`config.mk`:
```
export PLATFORM = sky130hd
export DESIGN_NAME = busown_arb
export DESIGN_NICKNAME = d
export VERILOG_FILES = /design/src/rtl/busown_pkg.sv /design/src/rtl/busown_prio.sv /design/src/rtl/busown_chan.sv /design/src/rtl/busown_seq.sv /design/src/rtl/busown_arb.sv
export SDC_FILE = /design/constraint.sdc
export NUM_CORES = 1
export LEC_CHECK = 0
export ABC_AREA = 1
export BUFFER_PORTS_ARGS = -buffer_cell sky130_fd_sc_hd__buf_4
export CAP_MARGIN = 20
export CORE_MARGIN = 3
export CORE_UTILIZATION = 56
export CTS_BUF_LIST = sky130_fd_sc_hd__clkbuf_8
export CTS_CLUSTER_DIAMETER = 40
export DETAILED_ROUTE_END_ITERATION = 12
export MAX_ROUTING_LAYER = met4
export PLACE_DENSITY = 0.87
export SLEW_MARGIN = 10
export SYNTH_ARGS = -nofsm -noshare
export SYNTH_HDL_FRONTEND = slang
export SYNTH_SLANG_ARGS = --single-unit
```
`constraint.sdc`:
```
create_clock -name clk -period 2.5 [get_ports clk]
set_input_delay 0.5 -clock clk [delete_from_list [all_inputs] [get_ports clk]]
set_output_delay 0.5 -clock clk [all_outputs]
set_load 0.03 [all_outputs]
```
`src/rtl/busown_pkg.sv`:
```
package busown_pkg;

   typedef enum logic [1:0] {
      XM_STEAL = 2'd0,
      XM_BURST = 2'd1,
      XM_BLOCK = 2'd2
   } xfer_mode_e;

   typedef enum logic [2:0] {
      OWN_IDLE = 3'd0,
      OWN_RD   = 3'd1,
      OWN_WR   = 3'd2,
      OWN_REF  = 3'd3,
      OWN_CPU  = 3'd4
   } owner_e;

endpackage

```
`src/rtl/busown_prio.sv`:
```
module busown_prio #(
   parameter int N         = 4,
   parameter bit LOW_FIRST = 1'b1,
   localparam int W        = (N > 1) ? $clog2(N) : 1
) (
   input  logic [N-1:0] req,
   output logic         hit,
   output logic [W-1:0] idx
);

   assign hit = |req;

   generate
      if (LOW_FIRST) begin : g_low
         always_comb begin
            idx = '0;
            for (int i = N - 1; i >= 0; i--) begin
               if (req[i]) idx = W'(i);
            end
         end
      end else begin : g_high
         always_comb begin
            idx = '0;
            for (int i = 0; i < N; i++) begin
               if (req[i]) idx = W'(i);
            end
         end
      end
   endgenerate

endmodule

```
`src/rtl/busown_chan.sv`:
```
module busown_chan
   import busown_pkg::*;
#(
   parameter int CNT_W = 16,
   parameter int BLK_W = 8
) (
   input  logic             clk,
   input  logic             rst_n,
   input  logic             standby,
   input  logic             start,
   input  logic             resume,
   input  logic             abort,
   input  logic [1:0]       mode_load,
   input  logic [CNT_W-1:0] cnt_load,
   input  logic [BLK_W-1:0] blk_load,
   input  logic             xfer_done,
   output logic             active,
   output logic [CNT_W-1:0] cnt,
   output logic [BLK_W-1:0] blk,
   output logic             elig,
   output logic             cont,
   output logic             last
);

   logic             act_q;
   logic [CNT_W-1:0] cnt_q;
   logic [BLK_W-1:0] blk_q;
   logic [BLK_W-1:0] bsz_q;
   xfer_mode_e       mode_q;
   xfer_mode_e       mode_dec;
   logic             blk_end;

   always_comb begin
      unique case (mode_load)
         2'd1:    mode_dec = XM_BURST;
         2'd2:    mode_dec = XM_BLOCK;
         default: mode_dec = XM_STEAL;
      endcase
   end

   assign last    = (cnt_q == CNT_W'(1));
   assign blk_end = (blk_q <= BLK_W'(1));
   assign elig    = act_q & ~abort;
   assign cont    = elig & ~last &
                    ((mode_q == XM_BURST) | ((mode_q == XM_BLOCK) & ~blk_end));

   always_ff @(posedge clk or negedge rst_n) begin
      if (!rst_n) begin
         act_q  <= 1'b0;
         cnt_q  <= '0;
         blk_q  <= '0;
         bsz_q  <= '0;
         mode_q <= XM_STEAL;
      end else if (standby) begin
         act_q  <= 1'b0;
         cnt_q  <= '0;
         blk_q  <= '0;
         bsz_q  <= '0;
         mode_q <= XM_STEAL;
      end else begin
         if (xfer_done) begin
            cnt_q <= cnt_q - CNT_W'(1);
            if (mode_q == XM_BLOCK) blk_q <= blk_end ? bsz_q : blk_q - BLK_W'(1);
            if (last) act_q <= 1'b0;
         end
         if (abort) begin
            act_q <= 1'b0;
         end else if (!xfer_done && !act_q) begin
            if (start) begin
               cnt_q  <= cnt_load;
               bsz_q  <= blk_load;
               blk_q  <= blk_load;
               mode_q <= mode_dec;
               act_q  <= (cnt_load != '0);
            end else if (resume && (cnt_q != '0)) begin
               act_q <= 1'b1;
            end
         end
      end
   end

   assign active = act_q;
   assign cnt    = cnt_q;
   assign blk    = blk_q;

endmodule

```
`src/rtl/busown_seq.sv`:
```
module busown_seq
   import busown_pkg::*;
#(
   parameter int NCH       = 4,
   parameter bit LOW_FIRST = 1'b1,
   localparam int CH_W     = (NCH > 1) ? $clog2(NCH) : 1
) (
   input  logic            clk,
   input  logic            rst_n,
   input  logic            standby,
   input  logic            ref_req,
   input  logic            cpu_req,
   input  logic [NCH-1:0]  elig,
   input  logic [NCH-1:0]  cont,
   input  logic [NCH-1:0]  last,
   output owner_e          state,
   output logic [CH_W-1:0] cur,
   output logic [NCH-1:0]  done
);

   owner_e          state_q, nxt;
   logic [CH_W-1:0] cur_q, nch;
   logic            held_q, nheld;
   logic            pend_q, pend;
   logic [NCH-1:0]  cur_oh;
   logic [NCH-1:0]  elig_rel;
   logic            hit;
   logic [CH_W-1:0] idx;

   assign cur_oh   = NCH'(1) << cur_q;
   assign elig_rel = (state_q == OWN_WR) ? (elig & ~(last & cur_oh)) : elig;
   assign pend     = pend_q | ref_req;

   busown_prio #(.N(NCH), .LOW_FIRST(LOW_FIRST)) u_pick (
      .req (elig_rel),
      .hit (hit),
      .idx (idx)
   );

   always_comb begin
      nxt   = state_q;
      nch   = cur_q;
      nheld = 1'b0;
      unique case (state_q)
         OWN_RD: nxt = OWN_WR;
         OWN_WR: begin
            if (cont[cur_q]) begin
               if (pend) begin
                  nxt   = OWN_REF;
                  nheld = 1'b1;
               end else begin
                  nxt = OWN_RD;
               end
            end else if (pend) begin
               nxt = OWN_REF;
            end else if (cpu_req) begin
               nxt = OWN_CPU;
            end else if (hit) begin
               nxt = OWN_RD;
               nch = idx;
            end else begin
               nxt = OWN_IDLE;
            end
         end
         default: begin
            if ((state_q == OWN_REF) && held_q && elig[cur_q]) begin
               nxt = OWN_RD;
            end else if (pend) begin
               nxt = OWN_REF;
            end else if (hit) begin
               nxt = OWN_RD;
               nch = idx;
            end else if (cpu_req) begin
               nxt = OWN_CPU;
            end else begin
               nxt = OWN_IDLE;
            end
         end
      endcase
   end

   always_ff @(posedge clk or negedge rst_n) begin
      if (!rst_n) begin
         state_q <= OWN_IDLE;
         cur_q   <= '0;
         held_q  <= 1'b0;
         pend_q  <= 1'b0;
      end else if (standby) begin
         state_q <= OWN_IDLE;
         cur_q   <= '0;
         held_q  <= 1'b0;
         pend_q  <= 1'b0;
      end else begin
         state_q <= nxt;
         cur_q   <= nch;
         held_q  <= nheld;
         pend_q  <= pend & (nxt != OWN_REF);
      end
   end

   assign state = state_q;
   assign cur   = cur_q;
   assign done  = (state_q == OWN_WR) ? cur_oh : '0;

endmodule

```
`src/rtl/busown_arb.sv`:
```
module busown_arb
   import busown_pkg::*;
#(
   parameter int NCH       = 4,
   parameter int CNT_W     = 16,
   parameter int BLK_W     = 8,
   parameter bit LOW_FIRST = 1'b1,
   localparam int CH_W     = (NCH > 1) ? $clog2(NCH) : 1
) (
   input  logic                 clk,
   input  logic                 rst_n,
   input  logic                 standby,
   input  logic                 ref_req,
   input  logic                 cpu_req,
   input  logic [NCH-1:0]       ch_start,
   input  logic [NCH-1:0]       ch_resume,
   input  logic [NCH-1:0]       ch_abort,
   input  logic [2*NCH-1:0]     cfg_mode,
   input  logic [CNT_W*NCH-1:0] cfg_count,
   input  logic [BLK_W*NCH-1:0] cfg_blk,
   output logic                 gnt_dma,
   output logic                 dma_wr,
   output logic [CH_W-1:0]      dma_ch,
   output logic                 gnt_ref,
   output logic                 gnt_cpu,
   output logic [NCH-1:0]       ch_active,
   output logic [CNT_W*NCH-1:0] ch_remain,
   output logic [BLK_W*NCH-1:0] ch_blkrem
);

   generate
      if (NCH < 2) begin : g_bad_nch
         $error("busown_arb: NCH must be at least 2");
      end
      if (CNT_W < 2) begin : g_bad_cnt
         $error("busown_arb: CNT_W must be at least 2");
      end
      if (BLK_W < 1) begin : g_bad_blk
         $error("busown_arb: BLK_W must be at least 1");
      end
   endgenerate

   owner_e          state;
   logic [CH_W-1:0] cur;
   logic [NCH-1:0]  done, elig, cont, last;

   busown_seq #(.NCH(NCH), .LOW_FIRST(LOW_FIRST)) u_seq (
      .clk     (clk),
      .rst_n   (rst_n),
      .standby (standby),
      .ref_req (ref_req),
      .cpu_req (cpu_req),
      .elig    (elig),
      .cont    (cont),
      .last    (last),
      .state   (state),
      .cur     (cur),
      .done    (done)
   );

   generate
      for (genvar g = 0; g < NCH; g++) begin : g_ch
         busown_chan #(.CNT_W(CNT_W), .BLK_W(BLK_W)) u_chan (
            .clk       (clk),
            .rst_n     (rst_n),
            .standby   (standby),
            .start     (ch_start[g]),
            .resume    (ch_resume[g]),
            .abort     (ch_abort[g]),
            .mode_load (cfg_mode[2*g +: 2]),
            .cnt_load  (cfg_count[CNT_W*g +: CNT_W]),
            .blk_load  (cfg_blk[BLK_W*g +: BLK_W]),
            .xfer_done (done[g]),
            .active    (ch_active[g]),
            .cnt       (ch_remain[CNT_W*g +: CNT_W]),
            .blk       (ch_blkrem[BLK_W*g +: BLK_W]),
            .elig      (elig[g]),
            .cont      (cont[g]),
            .last      (last[g])
         );
      end
   endgenerate

   assign gnt_dma = (state == OWN_RD) || (state == OWN_WR);
   assign dma_wr  = (state == OWN_WR);
   assign dma_ch  = cur;
   assign gnt_ref = (state == OWN_REF);
   assign gnt_cpu = (state == OWN_CPU);

endmodule

```
==> impl_metrics.json, run 1 <==
{
  "run_status": "finished, final reports clean",
  "grt_pass1_wl_um": 42600,
  "final.setup_skew_ns": 0.0101,
  "synth_area_leader_cell": "sky130_fd_sc_hd__dfrtp_1",
  "n_antenna_cell": 0,
  "drive_gt1_share_pct": 23.1,
  "totalWireLength_um": 26400,
  "starting_density_pct": 57.6,
  "rsz0062_at_grt": "false",
  "postLayoutCellArea_um2": 11600,
  "synth.cell_area_um2": 9190,
  "finalMaxSlewViolations": 0,
  "p_total_uw": 7170,
  "dieWidth_um": 134,
  "setup-tns-final_ns": 0,
  "distinct_cells_synth": 48,
  "drt_first_iter_violations": 673,
  "reg2reg_to": "g_ch[2].u_chan.blk[3]",
  "timing.critical_path.to_type": "register",
  "cts.hold.buffers_added": 0,
  "viasPerCell": 5.62,
  "synthesis.yosys.warnings": 0,
  "cts_sinks": 147,
  "yosys_most_used_dff": "sky130_fd_sc_hd__dfrtp_1",
  "ant_nets": 0,
  "worst_r2r_path_depth": 9,
  "timing.critical_path.from_type": "register",
  "clk_slew_on_worst_s_h_paths_ns": 0.08,
  "fp.coreArea_um2": 15900,
  "tritoncts": "built",
  "cp_data_required_time_ns": 2.84,
  "area_growth_syn_to_layout_pct": 26.7,
  "synth_largest_type_area_fraction_pct": 40.0,
  "critPathArrivalTime_ns": 2.60,
  "wire_per_inst_um": 15.8,
  "number_of_enable_flip_flop_cells_after_synthesis": 0,
  "hold_ws_ns": 0.00197,
  "number_of_antenna_violations_at_the_first_check_in_global_routing": 0,
  "grt_overflow_total": 0,
  "power.ir.vdd_worst_mv": 0.364,
  "cts_max_level": 4,
  "synthesis.nets": 1361,
  "layout_setup_ws_ns": 0.238,
  "cts-root-buf": "sky130_fd_sc_hd__clkbuf_8",
  "path_class": "register to register",
  "hold_violations": 0,
  "gp_congestion": 0.964,
  "dr_total_vias": 9395,
  "cts_inserted_buffers": 17,
  "row_count": 46,
  "placement.cell_area_um2": 11100,
  "timing.rr.start": "u_seq.cur[1]",
  "cts_max_path_buffers": 2,
  "post_synth_inst_count": 1220,
  "worst-slew-pin-transition_ns": 0.673,
  "final_nets": 1583,
  "detailedRoute.firstPassIterationCount": 5,
  "globalRouteTotalUtil_pct": 29.8,
  "hp-class": "primary input to async pin",
  "drv.max_cap_violation_count": 0,
  "post-route-min-period_ns": 2.26,
  "critical_path.max_fanout": 25,
  "insertion_delay_ns": 0.46,
  "slew-limit-headroom_pct": 55.1,
  "power.leakage_uw": 0.00588,
  "post_route_fraction_of_the_period_consumed_by_the_critical_path_pct": 90.5,
  "hpwl_um": 19600,
  "synthesis.area_per_instance_um2": 7.53,
  "drt_drc_violations_left": 0,
  "largest_net_degree_at_the_start_of_global_routing": 56,
  "setup_viol_count_final": 0,
  "async_s_r_ff_share_synth_pct": 100,
  "synth.area.top_cells": "sky130_fd_sc_hd__dfrtp_1 (40%), sky130_fd_sc_hd__o21ai_0 (7.0%), sky130_fd_sc_hd__nand2_1 (6.9%)",
  "reg2reg_setup_slack_ns": 0.24,
  "power_density_nw_per_um2": 616,
  "pre_cts_ws_ns": 0.139,
  "die_y_um": 134,
  "seq_area_frac_synth_pct": 40.0,
  "portBuffers": 226,
  "achievable-frequency_mhz": 442,
  "first_global_vias": 9064,
  "design.portCount": 227,
  "fp.dieArea_um2": 18000,
  "yosys_register_bits": 147
}
[routing by layer]
layer | global-route usage (%) | share of wire [%]
met5 | - | 0
met4 | 11.8 | 2.7
met3 | 4.80 | 7.4
met2 | 47.4 | 48
met1 | 38.6 | 42
[power by group]
| part | internal [uW] | switching (uW) |
|---|---|---|
| sequential | 2570 | 229 |
| clock | 1310 | 908 |
| combinational | 778 | 1370 |
| total | 4660 | 2510 |
[state kept, by name (all words and copies together) (netlist names)]
register and count:
g_ch.u_chan.active 4, g_ch.u_chan.blk 32, g_ch.u_chan.bsz_q 32, g_ch.u_chan.cnt 64, g_ch.u_chan.mode_q 8, u_seq.cur 2
u_seq.held_q 1, u_seq.pend_q 1, u_seq.state 3
[metrics by stage]
| step | util [%] | std cells |
|---|---|---|
| floorplan | - | 1220 |
| global placement | 69.8 | 1635 |
| detailed placement | 69.8 | 1635 |
| CTS | 72.8 | 1667 |
| global route | 73.0 | 1671 |
| finish | 73.0 | 1671 |
[synth_stat cells (20+ instances only)]
master and count:
sky130_fd_sc_hd__inv_1 143, sky130_fd_sc_hd__nor2_1 167, sky130_fd_sc_hd__nor3_1 26, sky130_fd_sc_hd__a21oi_1 96
sky130_fd_sc_hd__xor2_1 25, sky130_fd_sc_hd__dfrtp_1 147, sky130_fd_sc_hd__clkbuf_1 21, sky130_fd_sc_hd__ha_1 20
sky130_fd_sc_hd__o21ai_0 128, sky130_fd_sc_hd__nand3_1 61, sky130_fd_sc_hd__o211ai_1 23, sky130_fd_sc_hd__nand2_1 170
[cell type report]
cell class,instances,area [um^2]
inverter,159,599
multi-input combinational,873,4730
sequential,147,3680
fill,1271,4300
timing repair buffer,244,1890
clock buffer,22,303
clock inverter,10,178
tap,216,270
[critical path, stage by stage (launching register included)]
cell and delay, ns:
sky130_fd_sc_hd__dfrtp_1 0.43, sky130_fd_sc_hd__inv_1 0.09, sky130_fd_sc_hd__nor2_1 0.06, sky130_fd_sc_hd__inv_2 0.11, sky130_fd_sc_hd__nor2_8 0.07, sky130_fd_sc_hd__nor2_2 0.53
sky130_fd_sc_hd__inv_2 0.34, sky130_fd_sc_hd__buf_4 0.25, sky130_fd_sc_hd__o21ai_0 0.21, sky130_fd_sc_hd__a21oi_1 0.07
[kinds of logic (layout without fill, tap and decap cells)]
kind of cell / after synthesis / count (layout) / share of synthesized area, %
adders and majority gates: 20 / 20 / 2.72
xor gates and xnor gates: 38 / 38 / 3.62
DFF: 147 / 147 / 40.0
and+or+nand+nor: 507 / 507 / 26.1
buffers and inverters: 200 / 435 / 8.56
AOI/OAI and AO/OA: 308 / 308 / 19.0
[worst max-delay path by stage]
stage                                from                endpoint  slack [ns]
floorplan           g_ch[2].u_chan.blk[0]   g_ch[2].u_chan.blk[3]        0.51
global placement              ch_start[0]   g_ch[0].u_chan.blk[2]        0.23
detailed placement            ch_start[0]   g_ch[0].u_chan.blk[0]        0.14
CTS                          u_seq.cur[0]   g_ch[0].u_chan.blk[0]        0.13
global route                 u_seq.cur[1]  g_ch[2].u_chan.cnt[13]        0.04
finish                       u_seq.cur[1]   g_ch[2].u_chan.blk[3]        0.24
[repair_timing]
item                       CTS  global route
hold endpoints to repair     0             0
resized for setup            0             1
setup buffers                0             4
setup endpoints to repair    0            17
[placed cells by master, fill, tap and decap left out, types with 8 or more instances in the layout]
cell type / instances
sky130_fd_sc_hd__a21oi_1: 96
sky130_fd_sc_hd__nand4_1: 19
sky130_fd_sc_hd__or2_2: 8
sky130_fd_sc_hd__nand2_1: 170
sky130_fd_sc_hd__inv_2: 14
sky130_fd_sc_hd__inv_1: 145
sky130_fd_sc_hd__nand3_1: 61
sky130_fd_sc_hd__dfrtp_1: 147
sky130_fd_sc_hd__nor3_1: 26
sky130_fd_sc_hd__o211ai_1: 23
sky130_fd_sc_hd__a31oi_1: 14
sky130_fd_sc_hd__clkbuf_8: 22
sky130_fd_sc_hd__ha_1: 20
sky130_fd_sc_hd__nor4_1: 10
sky130_fd_sc_hd__o21ai_0: 128
sky130_fd_sc_hd__nor2_1: 167
sky130_fd_sc_hd__xnor2_1: 13
sky130_fd_sc_hd__a311oi_1: 11
sky130_fd_sc_hd__buf_4: 239
sky130_fd_sc_hd__xor2_1: 25
No activity file was read; power rests on OpenSTA's default activity.
==> run 2, diff against run 1 <==
--- a/config.mk
+++ b/config.mk
@@ -6,15 +6,15 @@
 export NUM_CORES = 1
 export LEC_CHECK = 0
 export ABC_AREA = 1
-export BUFFER_PORTS_ARGS = -buffer_cell sky130_fd_sc_hd__buf_4
 export CAP_MARGIN = 20
 export CORE_MARGIN = 3
-export CORE_UTILIZATION = 56
+export CORE_UTILIZATION = 65
 export CTS_BUF_LIST = sky130_fd_sc_hd__clkbuf_8
 export CTS_CLUSTER_DIAMETER = 40
 export DETAILED_ROUTE_END_ITERATION = 12
+export DONT_BUFFER_PORTS = 1
 export MAX_ROUTING_LAYER = met4
-export PLACE_DENSITY = 0.87
+export PLACE_DENSITY = 0.85
 export SLEW_MARGIN = 10
 export SYNTH_ARGS = -nofsm -noshare
 export SYNTH_HDL_FRONTEND = slang
==> run 2 against run 1 <==
Net effect:
- the run now ends with hold timing left
- clock skew rose by 0.0025 ns
- sequential power rose by 9.6%
- global-route usage is 2.8 points higher
- flip-flop and latch count did not move
- cell count shrank 15%
- non-clock buffer count shrank 208
- register-to-register slack got worse by 0.06 ns
- clock-buffer cell count fell by 2
- critical path depth fell by 3
==> impl_metrics.json, run 2 (synthesis results as in run 1) <==
{
  "fp.dieArea_um2": 15600,
  "rsz0062_at_grt": "false",
  "max_ffs_per_register": 64,
  "timing.critical_path.from_type": "register",
  "worst-path-buf-inv": 1,
  "setup-tns-final_ns": 0,
  "hp-class": "primary input to async pin",
  "power_density_nw_per_um2": 649,
  "drt_first_iter_violations": 730,
  "power.switching_fraction_pct": 37.4,
  "final.setup_skew_ns": 0.0125,
  "internal-power_uw": 4030,
  "portBuffers": 0,
  "post_route_fraction_of_the_period_consumed_by_the_critical_path_pct": 92.8,
  "fp.coreArea_um2": 13500,
  "seqPwrFrac_pct": 47.7,
  "finalMaxSlewViolations": 0,
  "switching_power_uw": 2410,
  "cts-resized-gates": 0,
  "final_common_cell": "sky130_fd_sc_hd__nand2_1",
  "path_class": "register to register",
  "globalRouteTotalUtil_pct": 32.6,
  "violations": "hold timing",
  "cts_max_level": 4,
  "final_nets": 1375,
  "largest_net_degree_at_the_start_of_global_routing": 148,
  "hpwl_um": 18500,
  "detailedRoute.firstPassIterationCount": 5,
  "first_global_vias": 8268,
  "totalWireLength_um": 25100,
  "critical-path-slowest-cell": "sky130_fd_sc_hd__nor2_2",
  "critPathArrivalTime_ns": 2.60,
  "drt_drc_violations_left": 0,
  "grt_pass1_wl_um": 40800,
  "tritoncts": "built",
  "post-route-min-period_ns": 2.32,
  "power.ir.vdd_worst_mv": 0.484,
  "worst_path_dominant_cell_family": "simple AND/OR/NAND/NOR gates",
  "power.leakage_uw": 0.00479,
  "cts-root-buf": "sky130_fd_sc_hd__clkbuf_8",
  "cts_max_path_buffers": 2,
  "dr_total_vias": 8662,
  "hold_ws_ns": -0.258,
  "p_total_uw": 6440,
  "worst-path-stages": 6,
  "starting_density_pct": 68.0,
  "n_antenna_cell": 0,
  "max_stage_delay_ns": 0.52,
  "slew-limit-headroom_pct": 55.5,
  "critical_path.max_fanout": 35,
  "viasPerCell": 6.09,
  "gp_congestion": 0.944,
  "worst_r2r_path_depth": 6,
  "hold_violations": 147,
  "cts_inserted_buffers": 17,
  "drive_gt1_share_pct": 10.4,
  "design.portCount": 227,
  "clk_slew_on_worst_s_h_paths_ns": 0.08,
  "path_cells": "nand3_4 > nor2_8 > nor2_2 > inv_2 > o21ai_0 > a311oi_1",
  "grt_overflow_total": 0,
  "area_growth_syn_to_layout_pct": 7.97,
  "dieWidth_um": 125,
  "setup_viol_count_final": 0,
  "achievable-frequency_mhz": 431,
  "timing.critical_path.to_type": "register",
  "run_status": "finished with violations",
  "row_count": 42,
  "cts_sinks": 147,
  "insertion_delay_ns": 0.45,
  "wire_per_inst_um": 17.6,
  "cp_data_required_time_ns": 2.78,
  "layout_common_cells": "sky130_fd_sc_hd__nand2_1 (170), sky130_fd_sc_hd__nor2_1 (167), sky130_fd_sc_hd__dfrtp_1 (147), sky130_fd_sc_hd__inv_1 (143), sky130_fd_sc_hd__o21ai_0 (128)",
  "drv.max_cap_violation_count": 0,
  "number_of_antenna_violations_at_the_first_check_in_global_routing": 0,
  "power.share.combinational_pct": 22.7,
  "die_y_um": 125,
  "worst-slew-pin-transition_ns": 0.668,
  "ant_nets": 0,
  "clkPwrFrac_pct": 29.6
}
run 2: cell types whose count changed in the layout (fill, tap and decap cells not counted), sizes merged:
cell      before  now
buf          244   36
clkinv         2    6
bufinv         5    2
clkbuf        22   20
clkinvlp       2    3
run 2: cell type report:
| type | instances | area [um^2] |
|---|---|---|
| Timing Repair Buffer | 36 | 295 |
| Clock inverter | 12 | 129 |
| Fill cell | 1046 | 3580 |
| Multi-Input combinational cell | 873 | 4720 |
| Inverter | 159 | 599 |
| Clock buffer | 20 | 275 |
| Sequential cell | 147 | 3680 |
| Tap cell | 176 | 220 |
run 2: through the flow:
step / setup WS, ns / hold WS (ns) / std cells / utilization (%) / instance area [um^2]
2_1_floorplan: 0.515 / 0.204 / 1220 / - / 9190
3_3_place_gp: 0.290 / 0.208 / 1388 / 70.3 / 9490
3_5_place_dp: 0.157 / 0.209 / 1388 / 70.3 / 9490
4_1_cts: 0.120 / -0.284 / 1420 / 73.3 / 9900
5_1_grt: 0.0164 / -0.301 / 1423 / 73.5 / 9920
6_report: 0.181 / -0.258 / 1423 / 73.5 / 9920
run 2: power by group through the flow:
stage | Combinational (uW) | Clock, uW | Sequential [uW]
finish | 1460 | 1910 | 3070
global route | 1640 | 2040 | 3100
CTS | 1440 | 1930 | 3070
detailed placement | 1420 | 0 | 3110
global placement | 1390 | 0 | 3110
floorplan | 1100 | 0 | 3070
run 2: metal layers:
metal | routed length [um] | vias up | global-route usage (%)
li1 | - | 4118 | -
met1 | 10000 | 4049 | 40.6
met2 | 11800 | 447 | 51.6
met3 | 2740 | 48 | 10.7
met4 | 508 | 0 | 8.80
met5 | 0 | - | -
run 2: path summary, 6_finish.rpt:
check,startpoint,to,slack [ns]
max,u_seq.state[1],g_ch[2].u_chan.blk[0],0.18
min,rst_n,g_ch[2].u_chan.cnt[3],-0.26
max reg2reg,u_seq.state[1],g_ch[2].u_chan.blk[0],0.18
min reg2reg,g_ch[0].u_chan.bsz_q[3],g_ch[0].u_chan.bsz_q[3],0.51
max in group asynchronous,rst_n,g_ch[2].u_chan.cnt[15],2.61
min in group clk,standby,u_seq.state[1],0.12
run 2: what timing repair did:
action,CTS,global route
setup endpoints to repair,0,20
hold endpoints to repair,147,147
buffers inserted,0,3
